$ cat src/rtl/sram_arb_pkg.sv
// Shared definitions for the two-requester SRAM arbiter.
// Assumes exactly two requesters: index 0 is the processor, index 1 the backdoor.
package sram_arb_pkg;

    // Arbitration policy selected by the 2-bit mode input.
    typedef enum logic [1:0] {
        ARB_ROUND     = 2'b00,
        ARB_ROUND_BDR = 2'b01,
        ARB_FIX_CPU   = 2'b10,
        ARB_FIX_BDR   = 2'b11
    } arb_mode_e;

    localparam int NUM_PORTS = 2;
    localparam int PORT_CPU  = 0;
    localparam int PORT_BDR  = 1;

endpackage

$ cat src/rtl/arb_policy.sv
// Grant decision for the two requesters.
// The grant is combinational from the requests, so a lone request is served in the
// same cycle. The history is a saturating count of consecutive backdoor grants
// (0 = processor had the last grant). Every policy reads this one counter, and a
// mode change never clears it.
// Assumes BDR_RUN >= 1; BDR_RUN is how many contested wins the backdoor may take
// in a row in the weighted mode.
module arb_policy
    import sram_arb_pkg::*;
#(
    parameter int BDR_RUN = 2
) (
    input  logic                 clk,
    input  logic                 rst_n,
    input  arb_mode_e            mode,
    input  logic [NUM_PORTS-1:0] req,
    output logic [NUM_PORTS-1:0] gnt
);
    localparam int RUN_W = $clog2(BDR_RUN + 1);
    localparam logic [RUN_W-1:0] RUN_MAX = RUN_W'(BDR_RUN);

    logic [RUN_W-1:0] bdr_run;
    logic             cpu_first;
    logic             contested;

    assign contested = req[PORT_CPU] & req[PORT_BDR];

    // Which requester wins a contested cycle under the current policy.
    always_comb begin
        case (mode)
            ARB_ROUND:     cpu_first = (bdr_run != '0);
            ARB_ROUND_BDR: cpu_first = (bdr_run == RUN_MAX);
            ARB_FIX_CPU:   cpu_first = 1'b1;
            default:       cpu_first = 1'b0;
        endcase
    end

    // Grants: a lone request always wins; no grant while in reset.
    always_comb begin
        gnt[PORT_CPU] = rst_n & req[PORT_CPU] & (~req[PORT_BDR] | cpu_first);
        gnt[PORT_BDR] = rst_n & req[PORT_BDR] & (~req[PORT_CPU] | ~cpu_first);
    end

    // History: cleared by a processor grant, counts backdoor grants up to RUN_MAX.
    always_ff @(posedge clk) begin
        if (!rst_n) begin
            bdr_run <= RUN_MAX;
        end else if (gnt[PORT_CPU]) begin
            bdr_run <= '0;
        end else if (gnt[PORT_BDR] && bdr_run != RUN_MAX) begin
            bdr_run <= bdr_run + 1'b1;
        end
    end

    assert_lone_cpu_R2: assert property (@(posedge clk) disable iff (!rst_n)
        (req[PORT_CPU] && !req[PORT_BDR]) |-> gnt[PORT_CPU]);

    assert_lone_bdr_R2: assert property (@(posedge clk) disable iff (!rst_n)
        (req[PORT_BDR] && !req[PORT_CPU]) |-> gnt[PORT_BDR]);

    assert_rr_alternates_R3: assert property (@(posedge clk) disable iff (!rst_n)
        (contested && mode == ARB_ROUND &&
         $past(rst_n && contested && mode == ARB_ROUND))
        |-> (gnt[PORT_CPU] != $past(gnt[PORT_CPU])));

    assert_weighted_after_cpu_R4: assert property (@(posedge clk) disable iff (!rst_n)
        (contested && mode == ARB_ROUND_BDR && $past(rst_n && gnt[PORT_CPU]))
        |-> gnt[PORT_BDR]);

    assert_fixed_cpu_R5: assert property (@(posedge clk) disable iff (!rst_n)
        (contested && mode == ARB_FIX_CPU) |-> gnt[PORT_CPU]);

    assert_fixed_bdr_R6: assert property (@(posedge clk) disable iff (!rst_n)
        (contested && mode == ARB_FIX_BDR) |-> gnt[PORT_BDR]);

endmodule

$ cat src/rtl/access_mux.sv
// Drives the array from the granted requester and applies the write lock.
// Assumes at most one grant bit is set. A locked write is marked as blocked, so the
// response stage can flag it to the requester.
module access_mux
    import sram_arb_pkg::*;
#(
    parameter int AW = 8,
    parameter int DW = 16
) (
    input  logic                          clk,
    input  logic                          rst_n,
    input  logic [NUM_PORTS-1:0]          gnt,
    input  logic [NUM_PORTS-1:0]          we,
    input  logic [NUM_PORTS-1:0][AW-1:0]  addr,
    input  logic [NUM_PORTS-1:0][DW-1:0]  wdata,
    input  logic                          wr_lock,
    output logic                          mem_en,
    output logic                          mem_we,
    output logic [AW-1:0]                 mem_addr,
    output logic [DW-1:0]                 mem_wdata,
    output logic [NUM_PORTS-1:0]          blocked
);
    logic sel;

    // Select the granted requester (backdoor when its grant is set).
    always_comb begin
        sel       = gnt[PORT_BDR];
        mem_en    = |gnt;
        mem_addr  = addr[sel];
        mem_wdata = wdata[sel];
        mem_we    = mem_en & we[sel] & ~wr_lock;
    end

    // Per-requester flag for a write refused by the lock.
    for (genvar p = 0; p < NUM_PORTS; p++) begin : g_block
        assign blocked[p] = gnt[p] & we[p] & wr_lock;
    end

    assert_locked_no_write_R7: assert property (@(posedge clk) disable iff (!rst_n)
        wr_lock |-> !mem_we);

    assert_strobe_needs_grant_R2: assert property (@(posedge clk) disable iff (!rst_n)
        mem_en |-> $onehot0(gnt));

endmodule

$ cat src/rtl/resp_route.sv
// Returns read data and write-refused flags to the requester that was granted.
// Assumes a synchronous array whose read word appears one cycle after the access.
// Both the valid strobe and the error flag are registered, so they line up with that word.
module resp_route
    import sram_arb_pkg::*;
#(
    parameter int DW = 16
) (
    input  logic                          clk,
    input  logic                          rst_n,
    input  logic [NUM_PORTS-1:0]          rd_gnt,
    input  logic [NUM_PORTS-1:0]          blocked,
    input  logic [DW-1:0]                 mem_rdata,
    output logic [NUM_PORTS-1:0]          rvalid,
    output logic [NUM_PORTS-1:0]          err,
    output logic [NUM_PORTS-1:0][DW-1:0]  rdata
);
    for (genvar p = 0; p < NUM_PORTS; p++) begin : g_port
        // One-cycle delayed valid and error strobe for this requester.
        always_ff @(posedge clk) begin
            if (!rst_n) begin
                rvalid[p] <= 1'b0;
                err[p]    <= 1'b0;
            end else begin
                rvalid[p] <= rd_gnt[p];
                err[p]    <= blocked[p];
            end
        end

        // Present array data only to the requester whose read is returning.
        assign rdata[p] = rvalid[p] ? mem_rdata : '0;
    end

    assert_single_response_R8: assert property (@(posedge clk) disable iff (!rst_n)
        $onehot0({rvalid, err}));

    assert_err_after_block_R7: assert property (@(posedge clk) disable iff (!rst_n)
        (|err) |-> $past(|blocked));

endmodule

$ cat src/rtl/sram_port_arbiter.sv
// Top of the two-requester SRAM arbiter.
// It takes a processor port and a backdoor port and drives one single-ported
// synchronous array, with a run-time policy select and a write lock. One
// instance serves one array; a split memory uses one instance per half.
module sram_port_arbiter
    import sram_arb_pkg::*;
#(
    parameter int AW      = 8,
    parameter int DW      = 16,
    parameter int BDR_RUN = 2
) (
    input  logic          clk,
    input  logic          rst_n,
    input  logic [1:0]    mode_sel,
    input  logic          wr_lock,
    input  logic          cpu_req,
    input  logic          cpu_we,
    input  logic [AW-1:0] cpu_addr,
    input  logic [DW-1:0] cpu_wdata,
    output logic          cpu_gnt,
    output logic [DW-1:0] cpu_rdata,
    output logic          cpu_rvalid,
    output logic          cpu_err,
    input  logic          bdr_req,
    input  logic          bdr_we,
    input  logic [AW-1:0] bdr_addr,
    input  logic [DW-1:0] bdr_wdata,
    output logic          bdr_gnt,
    output logic [DW-1:0] bdr_rdata,
    output logic          bdr_rvalid,
    output logic          bdr_err,
    output logic          mem_en,
    output logic          mem_we,
    output logic [AW-1:0] mem_addr,
    output logic [DW-1:0] mem_wdata,
    input  logic [DW-1:0] mem_rdata
);
    logic [NUM_PORTS-1:0]         req, we, gnt, blocked, rvalid, err;
    logic [NUM_PORTS-1:0][AW-1:0] addr;
    logic [NUM_PORTS-1:0][DW-1:0] wdata, rdata;

    // Gather the two requesters into indexed vectors.
    assign req   = {bdr_req, cpu_req};
    assign we    = {bdr_we, cpu_we};
    assign addr  = {bdr_addr, cpu_addr};
    assign wdata = {bdr_wdata, cpu_wdata};

    arb_policy #(.BDR_RUN(BDR_RUN)) u_policy (
        .clk   (clk),
        .rst_n (rst_n),
        .mode  (arb_mode_e'(mode_sel)),
        .req   (req),
        .gnt   (gnt)
    );

    access_mux #(.AW(AW), .DW(DW)) u_mux (
        .clk       (clk),
        .rst_n     (rst_n),
        .gnt       (gnt),
        .we        (we),
        .addr      (addr),
        .wdata     (wdata),
        .wr_lock   (wr_lock),
        .mem_en    (mem_en),
        .mem_we    (mem_we),
        .mem_addr  (mem_addr),
        .mem_wdata (mem_wdata),
        .blocked   (blocked)
    );

    resp_route #(.DW(DW)) u_resp (
        .clk       (clk),
        .rst_n     (rst_n),
        .rd_gnt    (gnt & ~we),
        .blocked   (blocked),
        .mem_rdata (mem_rdata),
        .rvalid    (rvalid),
        .err       (err),
        .rdata     (rdata)
    );

    // Split the indexed responses back onto the named ports.
    assign cpu_gnt    = gnt[PORT_CPU];
    assign bdr_gnt    = gnt[PORT_BDR];
    assign cpu_rvalid = rvalid[PORT_CPU];
    assign bdr_rvalid = rvalid[PORT_BDR];
    assign cpu_err    = err[PORT_CPU];
    assign bdr_err    = err[PORT_BDR];
    assign cpu_rdata  = rdata[PORT_CPU];
    assign bdr_rdata  = rdata[PORT_BDR];

endmodule

$ cat config.mk
export PLATFORM = sky130hd
export DESIGN_NAME = sram_port_arbiter
export DESIGN_NICKNAME = d
export VERILOG_FILES = /design/src/rtl/sram_arb_pkg.sv /design/src/rtl/arb_policy.sv /design/src/rtl/access_mux.sv /design/src/rtl/resp_route.sv /design/src/rtl/sram_port_arbiter.sv
export SDC_FILE = /design/constraint.sdc
export NUM_CORES = 1
export LEC_CHECK = 0
export ABC_AREA = 1
export BUFFER_PORTS_ARGS = -buffer_cell sky130_fd_sc_hd__buf_2
export CAP_MARGIN = 20
export CORE_AREA = 2 2 46 80
export DETAILED_ROUTE_END_ITERATION = 16
export DIE_AREA = 0 0 48 82
export MAX_ROUTING_LAYER = met4
export PLACE_DENSITY = 0.78
export SYNTH_ARGS = -nofsm -noshare
export SYNTH_HDL_FRONTEND = slang
export SYNTH_SLANG_ARGS = --single-unit
$ cat constraint.sdc
create_clock -name clk -period 1.7 [get_ports clk]
set_clock_uncertainty 0.05 [all_clocks]
set_input_delay 0 -clock clk [delete_from_list [all_inputs] [get_ports clk]]
set_output_delay 0 -clock clk [all_outputs]
set_load 0.02 [all_outputs]
Word-level counts from Yosys, hierarchy flattened:

Cells that the tools add are included.

* equal/unequal tests: 4
* bitwise logic cells: 19
* add/sub/neg operators: 1
* multiplexer cells: 11
* magnitude comparators: 1
* reductions and logical operators: 6

Operators with widths (number)
* $mux W16: 4
* $mux W8: 2
* $and A1 B1 Y1: 10
* $not A1 Y1: 5
* $eq A2 B2 Y1 const B: 2
* $mux W2: 2
* $reduce_bool A2 Y1: 2
* $reduce_or A2 Y1: 2
* $pmux W1 S3: 1
* $add A2 B1 Y2 const B: 1
* $and A2 B2 Y2: 1
* $eq A2 B1 Y1 const B: 1
* $logic_not A2 Y1: 1
* $lt A1 B2 Y1 const B: 1
* $mux W1: 2
* $ne A2 B2 Y1 const B: 1
* $not A2 Y2: 1
* $or A1 B1 Y1: 2
* $logic_and A1 B1 Y1: 1

* input port bits: 73
* output and inout port bits: 64
* word-level logic and storage cells: 48
* register bits: 6

Logic depth before layout (Yosys ltp):

Gate-level depths: netlist (run 1).

* depth after elaboration: 9
* depth in mapped cells: 10

Cells and area by module:

A second synthesis (run 1) with hierarchy kept.

* cells, all modules: 205
* area, all modules: 1007.2 sq um

By module, submodules not included
* resp_route: sequential area each 80.1 sq um, area each 399.1 sq um, cells each 80, times used 1
* access_mux: sequential area each 0.0 sq um, area each 381.6 sq um, cells each 86, times used 1
* arb_policy: sequential area each 40.0 sq um, area each 206.4 sq um, cells each 35, times used 1
* sram_port_arbiter: sequential area each 0.0 sq um, area each 20.0 sq um, cells each 4, times used 1

Worst setup path before layout (run 1):

Ideal clock, no wire load.

* path type: reg-to-output
* from: reg u_policy.bdr_run[0]
* to: out mem_addr[0]
* buffers on the path: 1
* arrival time: 1.301 ns
* stages on the path, launching flop included: 11
* path slack: 0.349 ns
* cells stage by stage: dfxtp_1 -> inv_1 -> ha_1 -> nand2_1 -> nand2_1 -> nand3_4 -> nand2_8 -> inv_8 -> buf_12 -> nand2_2 -> nand2_1

* longest elaborated chain between the ends: 7

RTL lines
* start, declared: RTL line arb_policy.sv:22 `logic [RUN_W-1:0] bdr_run;`
* start signal, assigned: RTL line arb_policy.sv:51 `bdr_run <= bdr_run + 1'b1;`
* $eq A2 B2 Y1 / $reduce_bool A2 Y1 (equally long branches): RTL line arb_policy.sv:32, arb_policy.sv:31
* $pmux W1 S3 *: RTL line arb_policy.sv:30 `case (mode)`
* $not A1 Y1 *: RTL line arb_policy.sv:41 `gnt[PORT_BDR] = rst_n & req[PORT_BDR] & (~req[PORT_CPU] | ~cpu_first);`
* $or A1 B1 Y1 *: RTL line arb_policy.sv:41
* $and A1 B1 Y1 *: RTL line arb_policy.sv:41
* net bdr_gnt: RTL line sram_port_arbiter.sv:28 `output logic bdr_gnt,`
* $mux W8 (implied by the code) * (2 in series): RTL line access_mux.sv:29 `mem_addr = addr[sel];`
* end, declared: RTL line sram_port_arbiter.sv:34 `output logic [AW-1:0] mem_addr,`

Mark *: on every way through the listed nets, which the timed path passes. The rest lies on a longest branch. The select of a mux whose other input is x is not followed.

Worst setup path in the final report (run 1):

* from: reg u_policy.bdr_run[0]
* to: out mem_wdata[6]

* longest elaborated chain between the ends: 7

RTL lines
* $eq A2 B2 Y1 / $reduce_bool A2 Y1 (equally long branches): RTL line arb_policy.sv:32, arb_policy.sv:31
* $pmux W1 S3 *: RTL line arb_policy.sv:30
* $not A1 Y1 *: RTL line arb_policy.sv:41
* $or A1 B1 Y1 *: RTL line arb_policy.sv:41
* $and A1 B1 Y1 *: RTL line arb_policy.sv:41
* $mux W16 (implied by the code) * (2 in series): RTL line access_mux.sv:30 `mem_wdata = wdata[sel];`
* end, declared: RTL line sram_port_arbiter.sv:35 `output logic [DW-1:0] mem_wdata,`

Mark *: on every way between the ends. The rest lies on a longest branch, timed or not. The select of a mux whose other input is x is not followed.

==> results of run 1 <==
registers in the layout (all words and copies together), names as in the netlist:
| signal | count |
|---|---|
| u_resp.rvalid | 2 |
| u_policy.bdr_run | 2 |
| u_resp.err | 2 |
worst max path at each step:
stage | start | to | slack [ns]
2_1_floorplan | u_policy.bdr_run[0] | mem_addr[0] | 0.35
3_3_place_gp | u_policy.bdr_run[0] | mem_wdata[10] | 0.21
3_5_place_dp | u_policy.bdr_run[0] | mem_wdata[3] | 0.16
4_1_cts | u_policy.bdr_run[0] | mem_we | 0.006
5_1_grt | u_policy.bdr_run[0] | mem_wdata[10] | -0.03
6_report | u_policy.bdr_run[0] | mem_wdata[6] | 0.05
area by class of cell:
cell class	count	area [µm²]	area share (%)
repair inverters	1	16.3	0.826
repair buffers	143	861	43.7
flip-flops and latches	6	123	6.23
inverters	42	176	8.96
clock buffers	3	41.3	2.10
well taps	45	56.3	2.86
multi-input cells	140	694	35.3
cell usage in the layout, fill, tap and decap left out:
master and count:
buf_6 18, inv_12 1, nor2_2 1, dfxtp_1 4, nand4_1 2, buf_4 5, inv_2 2, nand2_4 1
dfxtp_2 2, inv_4 1, ha_4 2, clkbuf_8 3, nand3_4 1, nor2_1 5, nand2_1 99, buf_2 116
nand2_2 20, nand3_1 6, nand2_8 2, inv_1 38, dlygate4sd3_1 4, inv_16 1, nor2_4 1
power breakdown:
| part | total [µW] | leakage, µW | internal (µW) | switching [µW] |
|---|---|---|---|---|
| logic | 508 | 0.00139 | 227 | 281 |
| registers | 160 | 0.0000491 | 148 | 11.8 |
| clock network | 220 | 0.0000216 | 153 | 67.0 |
| total | 888 | 0.00146 | 528 | 359 |
logic make-up (layout without fill, tap and decap cells):
kind of cell / after synthesis / count (layout) / share of synthesized area (%)
AND/OR/NAND/NOR: 136 / 138 / 60.4
adder cells (fa/ha/maj): 2 / 2 / 2.62
buffers and inverters: 50 / 189 / 24.4
flip-flops: 6 / 6 / 12.6
routing by layer:
metal | up-vias | routed length (µm) | global-route usage (%)
li1 | 836 | - | -
met3 | 7 | 416 | 2.64
met1 | 650 | 1250 | 16.0
met4 | 0 | 62 | 7.84
met5 | - | 0 | -
met2 | 103 | 2030 | 32.3
what timing repair did:
action                                  4_1_cts  5_1_grt
endpoints found under the hold margin         6        0
resized for setup                            10       56
gates cloned                                  3        0
buffers inserted                              1        2
pin swaps                                     2        4
hold buffers                                  4        0
endpoints found under the setup margin       25       25
per-stage QoR:
step | utilization, % | total power [µW] | cell area [µm²] | instances
2_1_floorplan | - | 396 | 953 | 194
4_1_cts | 53.2 | 813 | 1770 | 378
3_3_place_gp | 48.8 | 556 | 1620 | 367
5_1_grt | 59.1 | 953 | 1970 | 380
6_report | 59.1 | 888 | 1970 | 380
3_5_place_dp | 48.8 | 560 | 1620 | 367
tightest hold or removal path, stage by stage:
cell,delay (ns)
buf_2,0.08
nand3_1,0.11
nand3_1,0.13
nor2_1,0.05
==> results.ini, run 1 <==
[yosys]
synthArstFlopShare_pct=0
synth_cell_types=17
synthTopCellsByArea=nand2_1 (43%), inv_1 (16%), dfxtp_1 (13%)
yosys_warnings=0
synthCells=194
syn-num-nets=269
ys_seq_area_share_pct=12.6
syn-cell-area_um2=953
synth.top_cell.area_share_pct=43.3
synth_area_per_cell_um2=4.91
synth_edf_count=0
yosys.area.top_type=nand2_1
synthFlopType=dfxtp_1
synthTopCellsByCount=nand2_1 (110), inv_1 (40), nand2_2 (9)
synth.most_common_cell=nand2_1
ys_seq_elements=6

[worst_setup_path]
cp-start-kind=flip-flop
cp_slowest_stage_delay_ns=0.32
crit_path_end_kind=primary output
regToRegSetupSlack_ns=0.27
cpLargestDelayFamily=simple AND/OR/NAND/NOR gates
critPathRequiredTime_ns=1.65
cp.depth=10
r2r_end=u_policy.bdr_run[0]
cp.arrival_ns=1.60
reg2reg_depth=10
r2r_start=u_policy.bdr_run[0]
path_class=flip-flop to primary output
path_cells=inv_4 > ha_4 > nand2_1 > nand2_2 > nand3_4 > nand2_8 > inv_12 > nand2_1 > nand2_1 > buf_6
cpMostUsedCell=nand2_1
crit_slowest_cell=dfxtp_2
cp_max_fo=13
cp_num_buf_inv=3

[route]
ant_nets=0
vias=1596
viasPerCell=4.20
dr.pass1.iters=4
wl_per_cell_um=9.89
drtIter0Drc=13
drt_wl_total_um=3760
post-route-drc-count=0

[sta]
timing.final.crit_share_pct=97.0
drv_slew=0
tightestPinTransition_ns=0.535
final-hold-violation-count=0
post-route-min-period_ns=1.65
rsz0062_at_grt=true
worst_slack_ns=0.0515
slew_headroom_pct=64.3
fmax_mhz=607
setup_viol=0
whs_ns=0.145
setup_tns_ns=0

[placement]
dp_slack_ns=0.159
dp_hpwl_um=2740
port_buffers=136
gp_congestion=0.762

[hold_path]
hp-start=bdr_req
min_path_cells=4
min_path_type=input port to flip-flop
hold_end=u_resp.err[0]

[floorplanning]
die_width_um=48
core_um2=3330
die_area_um2=3940
io_pins=137
start_util_pct=28.6
row_count=28
fp.dieH_um=82

[cts]
clockRootBuffer=clkbuf_8
cts_tree=done
clock_latency_ns=0.23
clkTransAtPathRegs_ns=0.04
cts.sinks=6
max-clock-path-buffers=2
numCtsBuffers=3
htree_num_levels=1

[global_route]
grt_pass1_wl_um=4860
grt_max_degree=18
antenna_found_initial=0
grt_pass1_vias=1228
gr-total-overflow=0
grt_usage_pct=17.3

[power_and_ir_drop]
ir_drop_uv=330
power.density_nw_per_um2=451
power.leakage_uw=0.00146

[final_layout]
area_growth_syn_to_layout_pct=106
fin_nets=412
final.fill_count=339
antenna_cells=0
drive_gt1_share_pct=52.8

[job]
drv_cap=0

[run_status]
outcome=completed

No activity file was read; power rests on OpenSTA's default activity.
==> inputs of run 2 (changes only) <==
--- a/config.mk
+++ b/config.mk
@@ -11,8 +11,9 @@
 export CORE_AREA = 2 2 46 80
 export DETAILED_ROUTE_END_ITERATION = 16
 export DIE_AREA = 0 0 48 82
+export HOLD_SLACK_MARGIN = 0.15
 export MAX_ROUTING_LAYER = met4
-export PLACE_DENSITY = 0.78
+export PLACE_DENSITY = 0.76
 export SYNTH_ARGS = -nofsm -noshare
 export SYNTH_HDL_FRONTEND = slang
 export SYNTH_SLANG_ARGS = --single-unit
==> run 2 against run 1 <==
  * Hold slack improved by 0.089 ns
  * Via count decreased by 0.31%
  * Die area unchanged
  * Register-to-register slack got worse by 0.20 ns
  * Sequential share of layout area increased by 0.29 points
  * Largest cell class unchanged
  * Non-clock buffer count increased by 1
  * Global-route usage increased by 0.59 points
  * Combinational power decreased by 6.5%
  * Power decreased by 4.2%
  * Maximum frequency increased by 0.81%
==> results.ini, run 2 (same netlist as run 1, synthesis figures left out) <==
[floorplanning]
row_count=28
start_util_pct=28.6
io_pins=137
fp.dieH_um=82
die_area_um2=3940
die_width_um=48
core_um2=3330

[global_route]
grt_use_met1_pct=15.9
grt_pass1_wl_um=4930
grt_pass1_vias=1248
gr-total-overflow=0
gr-usage-met2_pct=34.7
grt_usage_pct=17.9
grt-busiest-layer=met2
grt_max_degree=18
antenna_found_initial=0
grt_util_met3_pct=1.76

[worst_setup_path]
cp_max_fo=8
critPathRequiredTime_ns=1.65
cp.arrival_ns=1.59
r2r_end=u_resp.rvalid[0]
r2r_start=u_policy.bdr_run[1]
reg2reg_depth=8
cp-start-kind=flip-flop
path_class=flip-flop to primary output
regToRegSetupSlack_ns=0.07
crit_path_end_kind=primary output

[final_layout]
multiInputGateArea_um2=698
final.fill_count=340
area_growth_syn_to_layout_pct=101
antenna_cells=0
most-common-layout-cells=buf_2 (129), nand2_1 (95), inv_1 (39)
fin_nets=414
drive_gt1_share_pct=53.1
regArea_um2=125
fin_area_um2=1920
reg_top3=u_policy.bdr_run: 2 flops, u_resp.err: 2 flops, u_resp.rvalid: 2 flops
layout_commonest_cell=buf_2

[run_status]
outcome=completed

[sta]
post-route-min-period_ns=1.64
whs_ns=0.234
slew_headroom_pct=63.3
rsz0062_at_grt=true
setup_viol=0
drv_slew=0
worst_slack_ns=0.0648
fmax_mhz=612
setup_tns_ns=0
tightestPinTransition_ns=0.549
final-hold-violation-count=0
timing.final.crit_share_pct=96.2

[route]
dr.pass1.iters=4
vias=1591
drtIter0Drc=8
post-route-drc-count=0
ant_nets=0
viasPerCell=4.16
wl_per_cell_um=10.1
drt_wl_total_um=3860

[cts]
clockRootBuffer=clkbuf_8
clkTransAtPathRegs_ns=0.04
numCtsBuffers=3
cts.sinks=6
clock_latency_ns=0.22
htree_num_levels=1
max-clock-path-buffers=2
cts_tree=done

[placement]
dp_slack_ns=0.169
gp_congestion=0.716
port_buffers=136
dp_hpwl_um=2890
post_dp_cell_area_um2=1620

[job]
drv_cap=0

[hold_path]
min_path_cells=5
hp-start=cpu_req
hold_end=u_resp.err[0]
min_path_type=input port to flip-flop

[power_and_ir_drop]
ir_drop_uv=329
power.density_nw_per_um2=443
power.leakage_uw=0.00148

[run 2: cell count changes in the layout (fill, tap and decap cells not counted), sizes merged]
cell	change
dlygate4sd3	+2
buf	-1
clkinv	+1
[run 2: worst max-delay path by stage]
stage                                    from  slack (ns)          endpoint
after global placement    u_policy.bdr_run[0]        0.20     mem_wdata[14]
after detailed placement  u_policy.bdr_run[0]        0.17     mem_wdata[14]
final                     u_policy.bdr_run[0]        0.06      mem_wdata[0]
after global routing      u_policy.bdr_run[1]       -0.04  u_resp.rvalid[0]
after CTS                 u_policy.bdr_run[0]       0.003            mem_we
after floorplan           u_policy.bdr_run[0]        0.35       mem_addr[0]
[run 2: through the flow]
step           util (%)  instances  power, µW
2_1_floorplan         -        194        396
3_3_place_gp       48.8        367        557
3_5_place_dp       48.8        367        562
4_1_cts            53.5        380        807
5_1_grt            57.7        382        911
6_report           57.7        382        850
[run 2: layer usage]
| metal | part of all wire, % | vias up |
|---|---|---|
| li1 | - | 836 |
| met1 | 33 | 654 |
| met2 | 56 | 97 |
| met3 | 9.2 | 4 |
| met4 | 1.5 | 0 |
| met5 | 0 | - |
[run 2: critical path: stages (launching register included)]
cell      delay [ns]
dfxtp_2         0.31
inv_2           0.08
ha_4            0.14
nand2_2         0.05
nand2_2         0.07
nand3_4         0.15
nand2_8         0.19
clkinv_8        0.11
nand2_4         0.08
nand2_2         0.05
buf_6           0.12
[run 2: area by class of cell]
| cell class | instances | area share [%] |
|---|---|---|
| repair buffers | 144 | 41.7 |
| inverters | 42 | 9.06 |
| multi-input cells | 140 | 36.4 |
| well taps | 45 | 2.93 |
| flip-flops and latches | 6 | 6.52 |
| repair inverters | 2 | 1.30 |
| clock buffers | 3 | 2.15 |
[run 2: repair_timing]
action | in CTS | in global routing
endpoints found under the hold margin | 6 | 0
gates cloned | 3 | 1
endpoints found under the setup margin | 24 | 27
pin swaps | 1 | 9
hold buffers | 6 | 0
setup buffers | 1 | 1
resized for setup | 5 | 40
[run 2: report_power, final]
group          internal [µW]  leakage (µW)  switching (µW)
Combinational            200       0.00141             275
Sequential               148     0.0000495            12.1
Clock                    152     0.0000216            63.3
Total                    500       0.00148             350
